[src/rtl/mcyc_pkg.sv]
package mcyc_pkg;

    typedef enum logic {
        DIV_SLOW = 1'b0,
        DIV_FAST = 1'b1
    } div_state_e;

    typedef enum logic [1:0] {
        RQ_RUN  = 2'd0,
        RQ_QUAL = 2'd1,
        RQ_HOLD = 2'd2
    } rq_state_e;

endpackage

[src/rtl/mcyc_divider.sv]
module mcyc_divider
    import mcyc_pkg::*;
#(
    parameter int FAST_DIV = 6,
    parameter int SLOW_DIV = 12
) (
    input  logic clk,
    input  logic por_n,
    input  logic mode_req,
    output logic mcyc_stb,
    output logic ser_en,
    output logic fast_mode
);
    localparam int CNT_W = $clog2(SLOW_DIV);
    localparam logic [CNT_W-1:0] FAST_LAST = CNT_W'(FAST_DIV - 1);
    localparam logic [CNT_W-1:0] SLOW_LAST = CNT_W'(SLOW_DIV - 1);

    div_state_e       st_q, st_d;
    logic [CNT_W-1:0] cnt_q;
    logic [CNT_W-1:0] last_cnt;
    logic             wrap;

    always_comb begin
        last_cnt = (st_q == DIV_FAST) ? FAST_LAST : SLOW_LAST;
        wrap     = (cnt_q == last_cnt);
    end

    // next-state: mode may only switch on the last clock of a cycle
    always_comb begin
        st_d = st_q;
        unique case (st_q)
            DIV_SLOW: if (wrap && mode_req)  st_d = DIV_FAST;
            DIV_FAST: if (wrap && !mode_req) st_d = DIV_SLOW;
            default:  st_d = DIV_SLOW;
        endcase
    end

    // state register
    always_ff @(posedge clk or negedge por_n) begin
        if (!por_n) begin
            st_q <= DIV_SLOW;
        end else begin
            st_q <= st_d;
        end
    end

    // phase counter within the machine cycle
    always_ff @(posedge clk or negedge por_n) begin
        if (!por_n) begin
            cnt_q <= '0;
        end else if (wrap) begin
            cnt_q <= '0;
        end else begin
            cnt_q <= cnt_q + 1'b1;
        end
    end

    // outputs
    always_comb begin
        mcyc_stb  = wrap;
        fast_mode = (st_q == DIV_FAST);
        ser_en    = fast_mode ? 1'b1 : cnt_q[0];
    end

endmodule

[src/rtl/mcyc_rst_qual.sv]
module mcyc_rst_qual
    import mcyc_pkg::*;
#(
    parameter int FAST_DIV    = 6,
    parameter int SLOW_DIV    = 12,
    parameter int QUAL_CYCLES = 2
) (
    input  logic clk,
    input  logic por_n,
    input  logic rst_pin,
    input  logic ea_pin,
    input  logic fast_mode,
    output logic core_rst,
    output logic ea_latched
);
    localparam int QCNT_W = $clog2(QUAL_CYCLES * SLOW_DIV + 1);
    localparam logic [QCNT_W-1:0] FAST_NEED_M1 = QCNT_W'(QUAL_CYCLES * FAST_DIV - 1);
    localparam logic [QCNT_W-1:0] SLOW_NEED_M1 = QCNT_W'(QUAL_CYCLES * SLOW_DIV - 1);

    rq_state_e         st_q, st_d;
    logic [1:0]        sync_q;
    logic              pin_hi;
    logic [QCNT_W-1:0] hi_cnt_q;
    logic [QCNT_W-1:0] need_m1;
    logic              ea_q;

    // two-flop synchronizer, reset to "pin high"
    always_ff @(posedge clk or negedge por_n) begin
        if (!por_n) begin
            sync_q <= 2'b11;
        end else begin
            sync_q <= {sync_q[0], rst_pin};
        end
    end

    always_comb begin
        pin_hi  = sync_q[1];
        need_m1 = fast_mode ? FAST_NEED_M1 : SLOW_NEED_M1;
    end

    // next-state
    always_comb begin
        st_d = st_q;
        unique case (st_q)
            RQ_RUN:  if (pin_hi) st_d = RQ_QUAL;
            RQ_QUAL: begin
                if (!pin_hi)                  st_d = RQ_RUN;
                else if (hi_cnt_q >= need_m1) st_d = RQ_HOLD;
            end
            RQ_HOLD: if (!pin_hi) st_d = RQ_RUN;
            default: st_d = RQ_HOLD;
        endcase
    end

    // state register
    always_ff @(posedge clk or negedge por_n) begin
        if (!por_n) begin
            st_q <= RQ_HOLD;
        end else begin
            st_q <= st_d;
        end
    end

    // high-time counter: cleared whenever the synchronized pin is low
    always_ff @(posedge clk or negedge por_n) begin
        if (!por_n) begin
            hi_cnt_q <= '0;
        end else if (!pin_hi) begin
            hi_cnt_q <= '0;
        end else if (st_q == RQ_RUN) begin
            hi_cnt_q <= QCNT_W'(1);
        end else if (st_q == RQ_QUAL) begin
            hi_cnt_q <= hi_cnt_q + 1'b1;
        end else begin
            hi_cnt_q <= '0;
        end
    end

    // strap capture on the release transition
    always_ff @(posedge clk or negedge por_n) begin
        if (!por_n) begin
            ea_q <= 1'b0;
        end else if ((st_q == RQ_HOLD) && (st_d == RQ_RUN)) begin
            ea_q <= ea_pin;
        end
    end

    // outputs
    always_comb begin
        core_rst   = (st_q == RQ_HOLD);
        ea_latched = ea_q;
    end

endmodule

[src/rtl/mcyc_sfr.sv]
module mcyc_sfr #(
    parameter int                ADDR_W   = 8,
    parameter int                DATA_W   = 8,
    parameter logic [ADDR_W-1:0] SFR_ADDR = 8'h8F
) (
    input  logic              clk,
    input  logic              por_n,
    input  logic              core_rst,
    input  logic [ADDR_W-1:0] addr,
    input  logic              wr,
    input  logic [DATA_W-1:0] wdata,
    output logic [DATA_W-1:0] rdata,
    output logic              x2_bit
);
    logic hit;
    logic x2_q;
    logic unused_rsv;

    always_comb begin
        hit        = (addr == SFR_ADDR);
        unused_rsv = ^wdata[DATA_W-1:1];
        rdata      = hit ? {{(DATA_W-1){1'b0}}, x2_q} : '0;
        x2_bit     = x2_q;
    end

    always_ff @(posedge clk or negedge por_n) begin
        if (!por_n) begin
            x2_q <= 1'b0;
        end else if (core_rst) begin
            x2_q <= 1'b0;
        end else if (wr && hit) begin
            x2_q <= wdata[0];
        end
    end

endmodule

[src/rtl/mcyc_clock_ctrl.sv]
module mcyc_clock_ctrl #(
    parameter int                ADDR_W      = 8,
    parameter int                DATA_W      = 8,
    parameter logic [ADDR_W-1:0] SFR_ADDR    = 8'h8F,
    parameter int                FAST_DIV    = 6,
    parameter int                SLOW_DIV    = 12,
    parameter int                QUAL_CYCLES = 2
) (
    input  logic              clk,
    input  logic              por_n,
    input  logic              rst_pin,
    input  logic              ea_pin,
    input  logic              otp_x2,
    input  logic [ADDR_W-1:0] sfr_addr,
    input  logic              sfr_wr,
    input  logic [DATA_W-1:0] sfr_wdata,
    output logic [DATA_W-1:0] sfr_rd_data,
    output logic              mcyc_stb,
    output logic              ser_fixed_en,
    output logic              fast_mode,
    output logic              core_rst,
    output logic              ea_latched
);
    logic x2_bit;
    logic mode_req;

    always_comb mode_req = otp_x2 | x2_bit;

    mcyc_sfr #(
        .ADDR_W  (ADDR_W),
        .DATA_W  (DATA_W),
        .SFR_ADDR(SFR_ADDR)
    ) u_sfr (
        .clk     (clk),
        .por_n   (por_n),
        .core_rst(core_rst),
        .addr    (sfr_addr),
        .wr      (sfr_wr),
        .wdata   (sfr_wdata),
        .rdata   (sfr_rd_data),
        .x2_bit  (x2_bit)
    );

    mcyc_divider #(
        .FAST_DIV(FAST_DIV),
        .SLOW_DIV(SLOW_DIV)
    ) u_div (
        .clk      (clk),
        .por_n    (por_n),
        .mode_req (mode_req),
        .mcyc_stb (mcyc_stb),
        .ser_en   (ser_fixed_en),
        .fast_mode(fast_mode)
    );

    mcyc_rst_qual #(
        .FAST_DIV   (FAST_DIV),
        .SLOW_DIV   (SLOW_DIV),
        .QUAL_CYCLES(QUAL_CYCLES)
    ) u_qual (
        .clk       (clk),
        .por_n     (por_n),
        .rst_pin   (rst_pin),
        .ea_pin    (ea_pin),
        .fast_mode (fast_mode),
        .core_rst  (core_rst),
        .ea_latched(ea_latched)
    );

endmodule

[config.mk]
export PLATFORM = sky130hd
export DESIGN_NAME = mcyc_clock_ctrl
export DESIGN_NICKNAME = d
export VERILOG_FILES = /design/src/rtl/mcyc_pkg.sv /design/src/rtl/mcyc_divider.sv /design/src/rtl/mcyc_rst_qual.sv /design/src/rtl/mcyc_sfr.sv /design/src/rtl/mcyc_clock_ctrl.sv
export SDC_FILE = /design/constraint.sdc
export NUM_CORES = 1
export LEC_CHECK = 0
export BUFFER_PORTS_ARGS = -buffer_cell sky130_fd_sc_hd__buf_2
export CORE_MARGIN = 1.5
export CORE_UTILIZATION = 41
export DETAILED_ROUTE_END_ITERATION = 6
export GPL_ROUTABILITY_DRIVEN = 0
export GPL_TIMING_DRIVEN = 0
export MAX_ROUTING_LAYER = met4
export PLACE_DENSITY = 0.83
export SYNTH_ARGS = -nofsm -noshare
export SYNTH_HDL_FRONTEND = slang
export SYNTH_SLANG_ARGS = --single-unit
[constraint.sdc]
create_clock -name clk -period 1.4 [get_ports clk]
set_input_delay 0.14 -clock clk [delete_from_list [all_inputs] [get_ports clk]]
set_output_delay 0.14 -clock clk [all_outputs]
set_load 0.05 [all_outputs]
==> results by group <==
Outcome
  – Run status: finished with violations
  – Violations in the final reports: setup timing

Finish
  – Leading cell type in the layout, fill and taps excluded: buf_2
  – Area of the multi-input gates: 424.2 um^2
  – Post-route cell area: 0.001132 mm^2
  – Number of inserted filler cells in the final layout: 165
  – Highest-count cells in the layout ignoring fill and taps: 17 x buf_2, 12 x buf_4, 11 x dfrtp_1
  – Synth-to-layout area growth: 37.54%
  – Sequential Area: 406.6 um^2
  – Fraction of layout instances using a drive strength above 1: 46.90%
  – Final Instance Count excl. Fillers: 140
  – Final design utilization: 58.92%
  – Count of nets after finishing: 141
  – Ant. Diodes: 0

Power
  – Areal power density over the cells: 1451 mW/mm^2
  – Cell leakage power: 0.5698 nW
  – Int Power: 1.002 mW
  – Switching fraction of total power: 39.01%
  – IR drop worst, VDD: 0.0009065 V
  – Sw power: 640.9 uW
  – Clock group share of total power: 18.6%
  – Final total power: 1.643 mW
  – Share of power burned in registers: 40.1%
  – Portion of total power attributed to combinational logic: 41.3%

Logic synthesis
  – Post-Syn Instances: 77
  – Portion of synthesized cell area occupied by the leading cell type: 39.51%
  – Synth async-reset ratio: 100.0%
  – Register bit total from synthesis: 16
  – Number of flops mapped to enable cells by yosys: 0
  – Seq/Total Area, Yosys: 49.09%
  – Mean area per synthesized cell: 10.69 um^2
  – Post-synth cell types: 28
  – Number of warnings printed during yosys synthesis: 0
  – Main area contributors after synthesis: dfrtp_1 40%, dfstp_2 9.6%, ha_1 7.6%
  – Cell accounting for the most synthesized area: dfrtp_1
  – Netlist area before placement: 823.3 um^2
  – Dominant synthesized flop cell: dfrtp_1

Drt
  – Detailed-router iteration count before antenna repair: 4
  – Detailed router's first-iteration violation count: 19
  – Post-detailed-route wirelength per cell: 11.01 um
  – Final Routed Wirelength: 1.541 mm
  – Post-DR vias/cell: 4.750
  – Total via count after detailed routing: 665
  – Post-route ant nets: 0
  – Drc violations: 0

Floorplan
  – CORE AREA: 0.001922 mm^2
  – Effective utilization at floorplan: 42.84%
  – # IOs: 35
  – Std-Cell Rows: 16
  – Die Span X: 47.81 um
  – Die area: 0.002286 mm^2
  – Overall die height: 47.81 um

Place
  – Number of cells after detailed placement: 130
  – Cell area after placement: 999.7 um^2
  – Worst-case setup slack after placement: -0.05052 ns
  – Detail Placement HPWL: 1.048 mm
  – Count of port buffers added during placement: 20

Worst setup path
  – Kind of capture point of the worst setup path: flop
  – WP data arrival: 1.67 ns
  – Register-to-register setup slack: -0.05 ns
  – Count of cells along the worst register-to-register path: 6
  – Critical register-to-register path endpoint: u_qual.st_q[1]$_DFF_PN1_
  – Startpoint types: flop
  – Worst setup path category: reg2reg
  – Critical path fanouts, max: 5
  – Required time reported for the critical path endpoint: 1.62 ns

Timing
  – Crit share post-route: 103.2%
  – Setup-failing EPs final: 2
  – Worst hold slack: 0.08669 ns
  – Final Max Slew Viols: 0
  – Setup repair after global routing missed its margin: yes
  – Timing-limited maximum frequency: 0.6918 GHz
  – Final clock skew: 0.003212 ns
  – Final-report hold violation count: 0
  – Worst path setup slack after routing: -0.04549 ns
  – Post-layout min period: 1.445 ns
  – Post-route setup TNS: -0.08691 ns

Clocking
  – Clock transition at path regs: 0.10 ns
  – Clk Latency, worst-skew pair: 0.28 ns
  – CTS max path bufs: 2
  – Count of H-tree levels built during CTS: 1
  – Master cell of the clock root buffer: clkbuf_4
  – Inserted Clock Buffers: 3
  – CTS sink cnt: 16
  – Clock tree from TritonCTS: built

Hold path
  – Beginning of the worst hold path: ea_pin
  – WHS Path Cells: 2
  – Worst hold-check path type: in2reg
  – Endpoint with the worst hold slack: u_qual.ea_latched$_DFFE_PN0P_

Global route
  – First-pass GRT wire length: 2.518 mm
  – Antenna violations before repair: 0
  – Largest net degree at the start of global routing: 17
  – Number of global-route vias before repair: 617
  – Global route overflow: 0
  – Global-route usage over all layers: 16.67%

Run
  – MaxCap Viol Count: 0
==> flip-flops by register name, indices dropped and copies added, names as in the netlist, named ones only <==
name	cells
u_qual.hi_cnt_q	5
u_qual.sync_q	2
u_qual.st_q	2
u_qual.ea_latched	1
u_div.cnt_q	4
u_sfr.x2_bit	1
==> routing by layer <==
metal	global-route usage (%)	wire length, um	vias to the layer above
li1	-	-	321
met5	-	0	-
met2	27.73	775	35
met1	19.66	637	305
met4	6.486	21	0
met3	3.396	106	4
==> cell usage after synthesis (3+ instances only) <==
| cell | number |
|---|---|
| ha_1 | 5 |
| nand2_1 | 4 |
| dfrtp_1 | 13 |
| nand3_1 | 4 |
| buf_4 | 7 |
| nor2_1 | 7 |
| a21oi_1 | 6 |
| dfstp_2 | 3 |
==> worst max path at each step <==
stage,startpoint,cells after the start,to,slack [ns]
floorplan,flop,6,u_qual.st_q[1]$_DFF_PN1_,-0.12
global placement,flop,6,u_qual.st_q[1]$_DFF_PN1_,-0.04
detailed placement,flop,6,u_qual.st_q[1]$_DFF_PN1_,-0.05
CTS,u_div.cnt_q[3]$_DFF_PN0_,4,mcyc_stb,-0.04
global route,flop,3,mcyc_stb,-0.1
finish,flop,6,u_qual.st_q[1]$_DFF_PN1_,-0.05
==> critical path, stage by stage, from the launching register on <==
cell and delay [ns]:
dfrtp_2 0.48, inv_4 0.10, ha_4 0.20, a21o_1 0.16, a21oi_2 0.13, o21ai_2 0.08
a31o_2 0.23
==> cells by family (layout without fill, tap and decap cells) <==
group           after synthesis  in the layout  synth area share, %
fa+ha+maj                     5              5                7.599
buf+inv                       9             39                7.295
flops                        16             16                49.09
other cells                   1              7               0.4555
simple gates                 27             27                19.00
mux                           2              2                3.039
compound gates               13             13                9.270
xor+xnor                      4              4                4.256
==> layout make-up <==
type                       instances  share of cell area [%]
multi-input combinational         58                   37.46
sequential                        16                   35.91
timing repair buffer              26                   14.92
buffer                             7                   4.641
clock buffer                       4                   3.204
tap                               27                   2.983
inverter                           2                  0.8840
==> timing repair <==
item                                    CTS  global route
hold buffers                              2             0
gates resized for setup                   5             9
buffers inserted                          2             2
cloned                                    0             0
endpoints found under the setup margin    3             3
pin swaps                                 3             1
hold endpoints to repair                 14             0
==> power groups by stage <==
stage	clock network (mW)	logic, mW	registers, mW
floorplan	0	0.340	0.692
global placement	0	0.491	0.635
detailed placement	0	0.507	0.641
CTS	0.309	0.578	0.640
global route	0.337	0.738	0.675
finish	0.305	0.678	0.659
(Power assumes the default switching activity.)
